<file path="src/rtl/adc_seq_pkg.sv">
package adc_seq_pkg;
   typedef enum logic [1:0] {
      SEQ_IDLE = 2'd0,
      SEQ_WAIT = 2'd1,
      SEQ_CONV = 2'd2
   } seq_state_t;
endpackage

</file>
<file path="src/rtl/adc_prescale.sv">
module adc_prescale #(
   parameter int PRE_W = 7,
   parameter int DIV_W = 3
) (
   input  logic             clk,
   input  logic             rst_n,
   input  logic             en,
   input  logic [DIV_W-1:0] div_sel,
   output logic             tick
);
   logic [PRE_W-1:0] cnt;
   logic [PRE_W-1:0] mask;

   // bit i of the mask is set below the selected exponent; bit 0 always set
   for (genvar i = 0; i < PRE_W; i++) begin : g_mask
      assign mask[i] = (i == 0) || (32'(i) < 32'(div_sel));
   end

   always_ff @(posedge clk or negedge rst_n) begin
      if (!rst_n)   cnt <= '0;
      else if (!en) cnt <= '0;
      else          cnt <= cnt + 1'b1;
   end

   assign tick = en && ((cnt & mask) == mask);
endmodule

</file>
<file path="src/rtl/adc_trig_edge.sv">
module adc_trig_edge #(
   parameter int NSRC  = 7,
   parameter int SEL_W = 3
) (
   input  logic             clk,
   input  logic             rst_n,
   input  logic [NSRC-1:0]  trig_src,
   input  logic [SEL_W-1:0] trig_sel,
   input  logic             auto_en,
   input  logic             amp_ch,
   output logic             hw_start,
   output logic             fr_en
);
   logic line;
   logic line_q;

   always_comb begin
      line = 1'b0;
      for (int i = 0; i < NSRC; i++) begin
         if (trig_sel == SEL_W'(i + 1)) line = trig_src[i];
      end
   end

   always_ff @(posedge clk or negedge rst_n) begin
      if (!rst_n) line_q <= 1'b0;
      else        line_q <= line;
   end

   assign hw_start = auto_en && line && !line_q;
   assign fr_en    = auto_en && (trig_sel == '0) && !amp_ch;
endmodule

</file>
<file path="src/rtl/adc_conv_seq.sv">
module adc_conv_seq
   import adc_seq_pkg::*;
#(
   parameter int RES_W     = 10,
   parameter int LEN_NORM  = 13,
   parameter int LEN_FIRST = 25,
   parameter int CNT_W     = $clog2(LEN_FIRST)
) (
   input  logic             clk,
   input  logic             rst_n,
   input  logic             en,
   input  logic             tick,
   input  logic             sw_start,
   input  logic             hw_start,
   input  logic             fr_en,
   input  logic             cmp_bit,
   input  logic             flag_clr,
   output logic             busy,
   output logic             eoc,
   output logic             done_flag,
   output logic [RES_W-1:0] result
);
   seq_state_t       st;
   logic [CNT_W-1:0] cnt;
   logic [CNT_W-1:0] len_m1;
   logic             first;
   logic [RES_W-2:0] sh;
   logic [RES_W-1:0] sh_next;
   logic             finish;

   assign len_m1  = first ? CNT_W'(LEN_FIRST - 1) : CNT_W'(LEN_NORM - 1);
   assign sh_next = {sh, cmp_bit};
   assign finish  = en && (st == SEQ_CONV) && tick && (cnt == len_m1);

   always_ff @(posedge clk or negedge rst_n) begin
      if (!rst_n) begin
         st        <= SEQ_IDLE;
         cnt       <= '0;
         first     <= 1'b1;
         sh        <= '0;
         result    <= '0;
         done_flag <= 1'b0;
         eoc       <= 1'b0;
      end else begin
         eoc <= finish;
         if (finish)        done_flag <= 1'b1;
         else if (flag_clr) done_flag <= 1'b0;
         if (!en) begin
            st    <= SEQ_IDLE;
            cnt   <= '0;
            first <= 1'b1;
         end else begin
            case (st)
               SEQ_IDLE: if (sw_start || hw_start) st <= SEQ_WAIT;
               SEQ_WAIT: if (tick) begin
                  st  <= SEQ_CONV;
                  cnt <= '0;
               end
               SEQ_CONV: if (tick) begin
                  sh <= sh_next[RES_W-2:0];
                  if (cnt == len_m1) begin
                     result <= sh_next;
                     first  <= 1'b0;
                     cnt    <= '0;
                     if (!fr_en) st <= SEQ_IDLE;
                  end else begin
                     cnt <= cnt + 1'b1;
                  end
               end
               default: st <= SEQ_IDLE;
            endcase
         end
      end
   end

   assign busy = (st != SEQ_IDLE);
endmodule

</file>
<file path="src/rtl/adc_seq_ctrl.sv">
module adc_seq_ctrl #(
   parameter int NSRC      = 7,
   parameter int SEL_W     = 3,
   parameter int PRE_W     = 7,
   parameter int RES_W     = 10,
   parameter int LEN_NORM  = 13,
   parameter int LEN_FIRST = 25,
   localparam int DIV_W    = $clog2(PRE_W + 1)
) (
   input  logic             clk,
   input  logic             rst_n,
   input  logic             en,
   input  logic             start_wr,
   input  logic             auto_en,
   input  logic [SEL_W-1:0] trig_sel,
   input  logic [NSRC-1:0]  trig_src,
   input  logic [DIV_W-1:0] div_sel,
   input  logic             amp_ch,
   input  logic             cmp_bit,
   input  logic             flag_clr,
   output logic             conv_tick,
   output logic             busy,
   output logic             eoc,
   output logic             done_flag,
   output logic [RES_W-1:0] result
);
   if (NSRC < 1 || NSRC > (1 << SEL_W) - 1) begin : g_bad_nsrc
      $error("trigger source count does not fit the select field");
   end
   if (RES_W < 2 || RES_W > LEN_NORM) begin : g_bad_res
      $error("result width must be 2..LEN_NORM");
   end
   if (LEN_FIRST < LEN_NORM) begin : g_bad_len
      $error("first conversion may not be shorter than a normal one");
   end

   logic hw_start;
   logic fr_en;

   adc_prescale #(.PRE_W(PRE_W), .DIV_W(DIV_W)) u_pre (
      .clk     (clk),
      .rst_n   (rst_n),
      .en      (en),
      .div_sel (div_sel),
      .tick    (conv_tick)
   );

   adc_trig_edge #(.NSRC(NSRC), .SEL_W(SEL_W)) u_trg (
      .clk      (clk),
      .rst_n    (rst_n),
      .trig_src (trig_src),
      .trig_sel (trig_sel),
      .auto_en  (auto_en),
      .amp_ch   (amp_ch),
      .hw_start (hw_start),
      .fr_en    (fr_en)
   );

   adc_conv_seq #(.RES_W(RES_W), .LEN_NORM(LEN_NORM), .LEN_FIRST(LEN_FIRST)) u_seq (
      .clk       (clk),
      .rst_n     (rst_n),
      .en        (en),
      .tick      (conv_tick),
      .sw_start  (start_wr),
      .hw_start  (hw_start),
      .fr_en     (fr_en),
      .cmp_bit   (cmp_bit),
      .flag_clr  (flag_clr),
      .busy      (busy),
      .eoc       (eoc),
      .done_flag (done_flag),
      .result    (result)
   );
endmodule

</file>
<file path="config.mk">
export PLATFORM = sky130hd
export DESIGN_NAME = adc_seq_ctrl
export DESIGN_NICKNAME = d
export VERILOG_FILES = /design/src/rtl/adc_seq_pkg.sv /design/src/rtl/adc_prescale.sv /design/src/rtl/adc_trig_edge.sv /design/src/rtl/adc_conv_seq.sv /design/src/rtl/adc_seq_ctrl.sv
export SDC_FILE = /design/constraint.sdc
export NUM_CORES = 1
export LEC_CHECK = 0
export ABC_CLOCK_PERIOD_IN_PS = 2100
export BUFFER_PORTS_ARGS = -buffer_cell sky130_fd_sc_hd__buf_2
export CORE_MARGIN = 2
export CORE_UTILIZATION = 45
export DETAILED_ROUTE_END_ITERATION = 10
export GPL_TIMING_DRIVEN = 0
export PLACE_DENSITY = 0.77
export RECOVER_POWER = 25
export SLEW_MARGIN = 20
export SYNTH_ARGS = -nofsm -noshare
export SYNTH_HDL_FRONTEND = slang
export SYNTH_HIERARCHICAL = 1
export SYNTH_SLANG_ARGS = --single-unit
</file>
<file path="constraint.sdc">
create_clock -name clk -period 2.1 [get_ports clk]
set_input_delay 0.63 -clock clk [delete_from_list [all_inputs] [get_ports clk]]
set_output_delay 0.63 -clock clk [all_outputs]
set_load 0.02 [all_outputs]
</file>
==> results by group <==
CTS
  – Clock Pin Slew Worst Setup and Hold Paths: 0.07 ns
  – Clock latency at the later pin of the worst-skew pair: about 0.28 ns
  – CTS buffer count: 5
  – Number of buffers on the longest clock path: 2
  – CTS tree: done
  – Root Driver: sky130_fd_sc_hd__clkbuf_8
  – Hold buffer count at cts: 0
  – Clock sink total: 37
  – CTS H-tree depth: 2

STA
  – Final-layout worst hold slack: 0.460 ns
  – Least-Margin Pin Slew: about 0.9 ns
  – Final worst path period share: between 90% and 100%
  – Max transition margin: between 40 and 50%
  – Final hold vios: 0
  – Final setup fails: 0
  – Max-slew violations: 0
  – Maximum operating frequency: 0.480 GHz
  – Min cycle time layout: around 2.1 ns
  – Setup repair after global routing missed its margin: yes
  – Post-route clock skew: approximately 0.0032 ns
  – Min setup slack post-route: around 0.016 ns

Die
  – Placeable core region: ~0.0037 sq mm
  – Starting utilization of the core area: between 40 and 50%
  – Row count: 22
  – Die Span X: around 67 microns
  – Die outline area: between 0.004 and 0.005 sq mm
  – Top-level port count: 35
  – Die Ht: 66.9 microns

Logic synthesis
  – Synthesized-area fraction occupied by ao, oa, aoi and oai cells: between 9 and 10%
  – Yosys warns: 6
  – Proportion of synthesized flip-flops having asynchronous set or reset: 100%
  – Sequential element share of the synthesized area: 52.0%
  – Xor/xnor share of the synthesized area: a little under 3%
  – Seq cells post-synth: 37
  – Biggest area consumer among synthesized cells: sky130_fd_sc_hd__dfrtp_1
  – Post-Synthesis Cell Area: 0.00178 sq mm
  – Multiplexer share of the synthesized area: approximately 14%
  – Most used standard cell by instance count after synthesis: sky130_fd_sc_hd__dfrtp_1
  – Number of nets produced by synthesis: between 150 and 200
  – Gate count after technology mapping: ~150
  – Synth Area in Simple Gates: between 10% and 20%
  – Largest family of logic cells by synthesized area: simple AND/OR/NAND/NOR gates
  – Main area contributors after synthesis: sky130_fd_sc_hd__dfrtp_1 (51%), sky130_fd_sc_hd__mux2_4 (6.7%), sky130_fd_sc_hd__mux2_2 (6.3%)
  – Number of flops mapped to enable cells by yosys: 0
  – Post-synth cell types: 43
  – Prevailing post-synth register cell: sky130_fd_sc_hd__dfrtp_1
  – Area share of the leading cell type in the synthesized netlist: 50.6%
  – Share of synthesized cell area in full adder, half adder and majority cells: under 10%
  – Syn avg cell area: ~12 sq um
  – Most frequent cells after synthesis: sky130_fd_sc_hd__dfrtp_1 (36), sky130_fd_sc_hd__mux2_2 (10), sky130_fd_sc_hd__inv_1 (9)

Critical path
  – Reg2Reg Capture Point: u_seq/sh[6]
  – Category of the worst setup path launch point: input pin
  – Register-to-register setup slack: between 0.1 and 0.15 ns
  – Max Fanout on Critical Path: 3
  – Crit path required time: 1.47 ns
  – Endpoint class of the critical path: output port
  – Data arrival time of the critical path: roughly 1.5 ns
  – Cell depth of the worst flop-to-flop path: 8
  – Reg-to-reg critical path startpoint: u_pre/cnt[6]
  – Type of the worst setup path: in -> out

GRT
  – GRT Residual Overflow: 0
  – Initial antenna violation count: 0
  – GRT Resource Usage Total: between 10% and 20%
  – Wire length of the first global-routing pass: 5.69 mm
  – Pin count of the biggest net entering global routing: 38
  – Number of global-route vias before repair: approximately 1,300

Drt
  – Total length of routed wires: around 3.5 mm
  – Post-detailed-route wirelength per cell: about 15 microns
  – Initial drt markers: 76
  – Drc violations: 0
  – Number of nets still failing antenna checks after routing: 0
  – Number of vias per cell after detailed routing: around 5.3
  – Vias post-DR: around 1,300
  – DR pass1 iterations: 4

Final layout
  – Area Overhead vs Synth: 23.0%
  – NumNets Final: between 200 and 250
  – Fraction of layout instances using a drive strength above 1: 40.8%
  – Number of inserted diodes: 0
  – Filler Cell Count: 308
  – Count of placed standard cells in the final layout, fillers left out: 239

Power
  – Relative contribution of sequential cells to total power: 49.8%
  – Peak supply drop: around 0.27 mV
  – Combinational fraction of design power: under 10%
  – Net switching share of the total power: between 20% and 30%
  – Switching power: approximately 0.31 mW
  – Power density normalized to cell area: roughly 670 mW/mm^2
  – Total leakage power: 1.08 nW
  – Clock network power share: between 40% and 50%
  – Cell-internal power: 1.15 mW

Placement
  – Worst setup timing slack at the placement stage: -0.207 ns
  – GPL Wtd Cong: about 0.79
  – Placed wire-length estimate after detailed placement: 2.39 mm
  – Number of instances in the placed design: 229
  – Count of buffers from port buffering: 34

Status
  – Run status: completed

Flow run
  – Max Cap Violations: 0

Hold path
  – Worst hold path type: in -> async
[cell usage in the layout, fill, tap and decap left out, types with 2 or more instances in the layout]
| cell type | netlist | layout |
|---|---|---|
| sky130_fd_sc_hd__a211oi_1 | 2 | 2 |
| sky130_fd_sc_hd__a21oi_1 | 2 | 2 |
| sky130_fd_sc_hd__a31o_1 | 2 | 2 |
| sky130_fd_sc_hd__a31oi_1 | 2 | 2 |
| sky130_fd_sc_hd__and2_1 | 4 | 3 |
| sky130_fd_sc_hd__and3_4 | 1 | 2 |
| sky130_fd_sc_hd__and3b_1 | 2 | 2 |
| sky130_fd_sc_hd__buf_2 | 2 | 33 |
| sky130_fd_sc_hd__buf_4 | 0 | 2 |
| sky130_fd_sc_hd__buf_8 | 0 | 2 |
| sky130_fd_sc_hd__clkbuf_8 | 0 | 6 |
| sky130_fd_sc_hd__dfrtp_1 | 36 | 36 |
| sky130_fd_sc_hd__ha_1 | 3 | 3 |
| sky130_fd_sc_hd__inv_1 | 9 | 9 |
| sky130_fd_sc_hd__mux2_2 | 10 | 10 |
| sky130_fd_sc_hd__mux2_4 | 8 | 8 |
| sky130_fd_sc_hd__nand2_1 | 8 | 7 |
| sky130_fd_sc_hd__nand2b_1 | 4 | 4 |
| sky130_fd_sc_hd__nand3_1 | 3 | 3 |
| sky130_fd_sc_hd__nand4b_1 | 2 | 2 |
| sky130_fd_sc_hd__nor2_1 | 4 | 4 |
| sky130_fd_sc_hd__nor2b_1 | 6 | 5 |
| sky130_fd_sc_hd__nor3_1 | 4 | 4 |
| sky130_fd_sc_hd__o21ai_0 | 4 | 3 |
| sky130_fd_sc_hd__o22ai_1 | 3 | 3 |
| sky130_fd_sc_hd__xnor2_1 | 4 | 4 |
| sky130_fd_sc_hd__xor2_1 | 2 | 2 |
[cell type report]
| cell class | count | area [sq um] | area share, % |
|---|---|---|---|
| Multi-Input combinational cell | 98 | 823 | 37.6 |
| Inverter | 9 | 33.8 | 1.54 |
| Clock buffer | 6 | 82.6 | 3.77 |
| Sequential cell | 37 | 927 | 42.3 |
| Clock inverter | 2 | 37.5 | 1.71 |
| Tap cell | 48 | 60.1 | 2.74 |
| Buffer | 3 | 25.0 | 1.14 |
| Timing Repair Buffer | 36 | 201 | 9.19 |
[cell families (layout without fill, tap and decap cells)]
logic type,after synthesis,after routing
XOR/XNOR,6,6
AND/OR/NAND/NOR,47,47
adder cells (fa/ha/maj),3,3
flip-flops,37,37
buffers and inverters,12,56
AO/OA/AOI/OAI,22,22
multiplexers,20,20
[per-stage QoR]
| step | instance area (sq um) | utilization, % | setup TNS, ns | total power, mW |
|---|---|---|---|---|
| after floorplan | 1790 | - | 0 | 0.781 |
| after global placement | 2020 | 54.1 | -1.71 | 0.826 |
| after detailed placement | 2020 | 54.1 | -2.73 | 0.830 |
| after CTS | 2160 | 57.7 | 0 | 1.47 |
| after global routing | 2190 | 58.5 | -0.0127 | 1.51 |
| final | 2190 | 58.5 | 0 | 1.46 |
[per-layer routing]
metal	vias to the layer above	share of wire (%)	GRT usage, %	routed length [microns]
met4	0	0.63	6.89	22
met5	-	0	0	0
met3	2	4.6	5.07	160
li1	599	-	-	-
met1	633	43	20.9	1510
met2	26	52	28.9	1810
[sequential cells by signal (all words and copies together), names as in the netlist, 2 cells and up]
signal        count
u_seq/st          2
u_seq/result     10
u_seq/sh          9
u_pre/cnt         7
u_seq/cnt         5
[worst max-delay path, stage by stage]
cell                      delay, ns
sky130_fd_sc_hd__buf_8         0.10
sky130_fd_sc_hd__nor2b_4       0.12
sky130_fd_sc_hd__o21ai_2       0.12
sky130_fd_sc_hd__a41o_1        0.18
sky130_fd_sc_hd__and3_4        0.19
sky130_fd_sc_hd__buf_6         0.11
[power by group through the flow]
| stage | Combinational (mW) | Clock, mW | Sequential [mW] |
|---|---|---|---|
| 4_1_cts | 0.0895 | 0.655 | 0.729 |
| 6_report | 0.0937 | 0.641 | 0.729 |
| 2_1_floorplan | 0.0392 | 0 | 0.741 |
| 3_3_place_gp | 0.0828 | 0 | 0.743 |
| 3_5_place_dp | 0.0871 | 0 | 0.743 |
| 5_1_grt | 0.105 | 0.678 | 0.731 |
[worst max-delay path by stage]
stage               slack [ns]               to  depth (start not counted)  startpoint
detailed placement       -0.21  u_seq/result[9]                          9  div_sel[0]
global route             -0.01        conv_tick                          6  div_sel[0]
CTS                      0.003        conv_tick                          6  div_sel[0]
floorplan                 0.02  u_seq/result[0]                          8  div_sel[0]
global placement         -0.15  u_seq/result[5]                          9  div_sel[0]
finish                    0.02        conv_tick                          6  div_sel[0]
[what timing repair did]
item	CTS	global route
setup buffers	1	1
gates resized for setup	3	5
pin swaps	1	2
gates cloned	0	0
setup endpoints to repair	1	9
(Power assumes the default switching activity.)
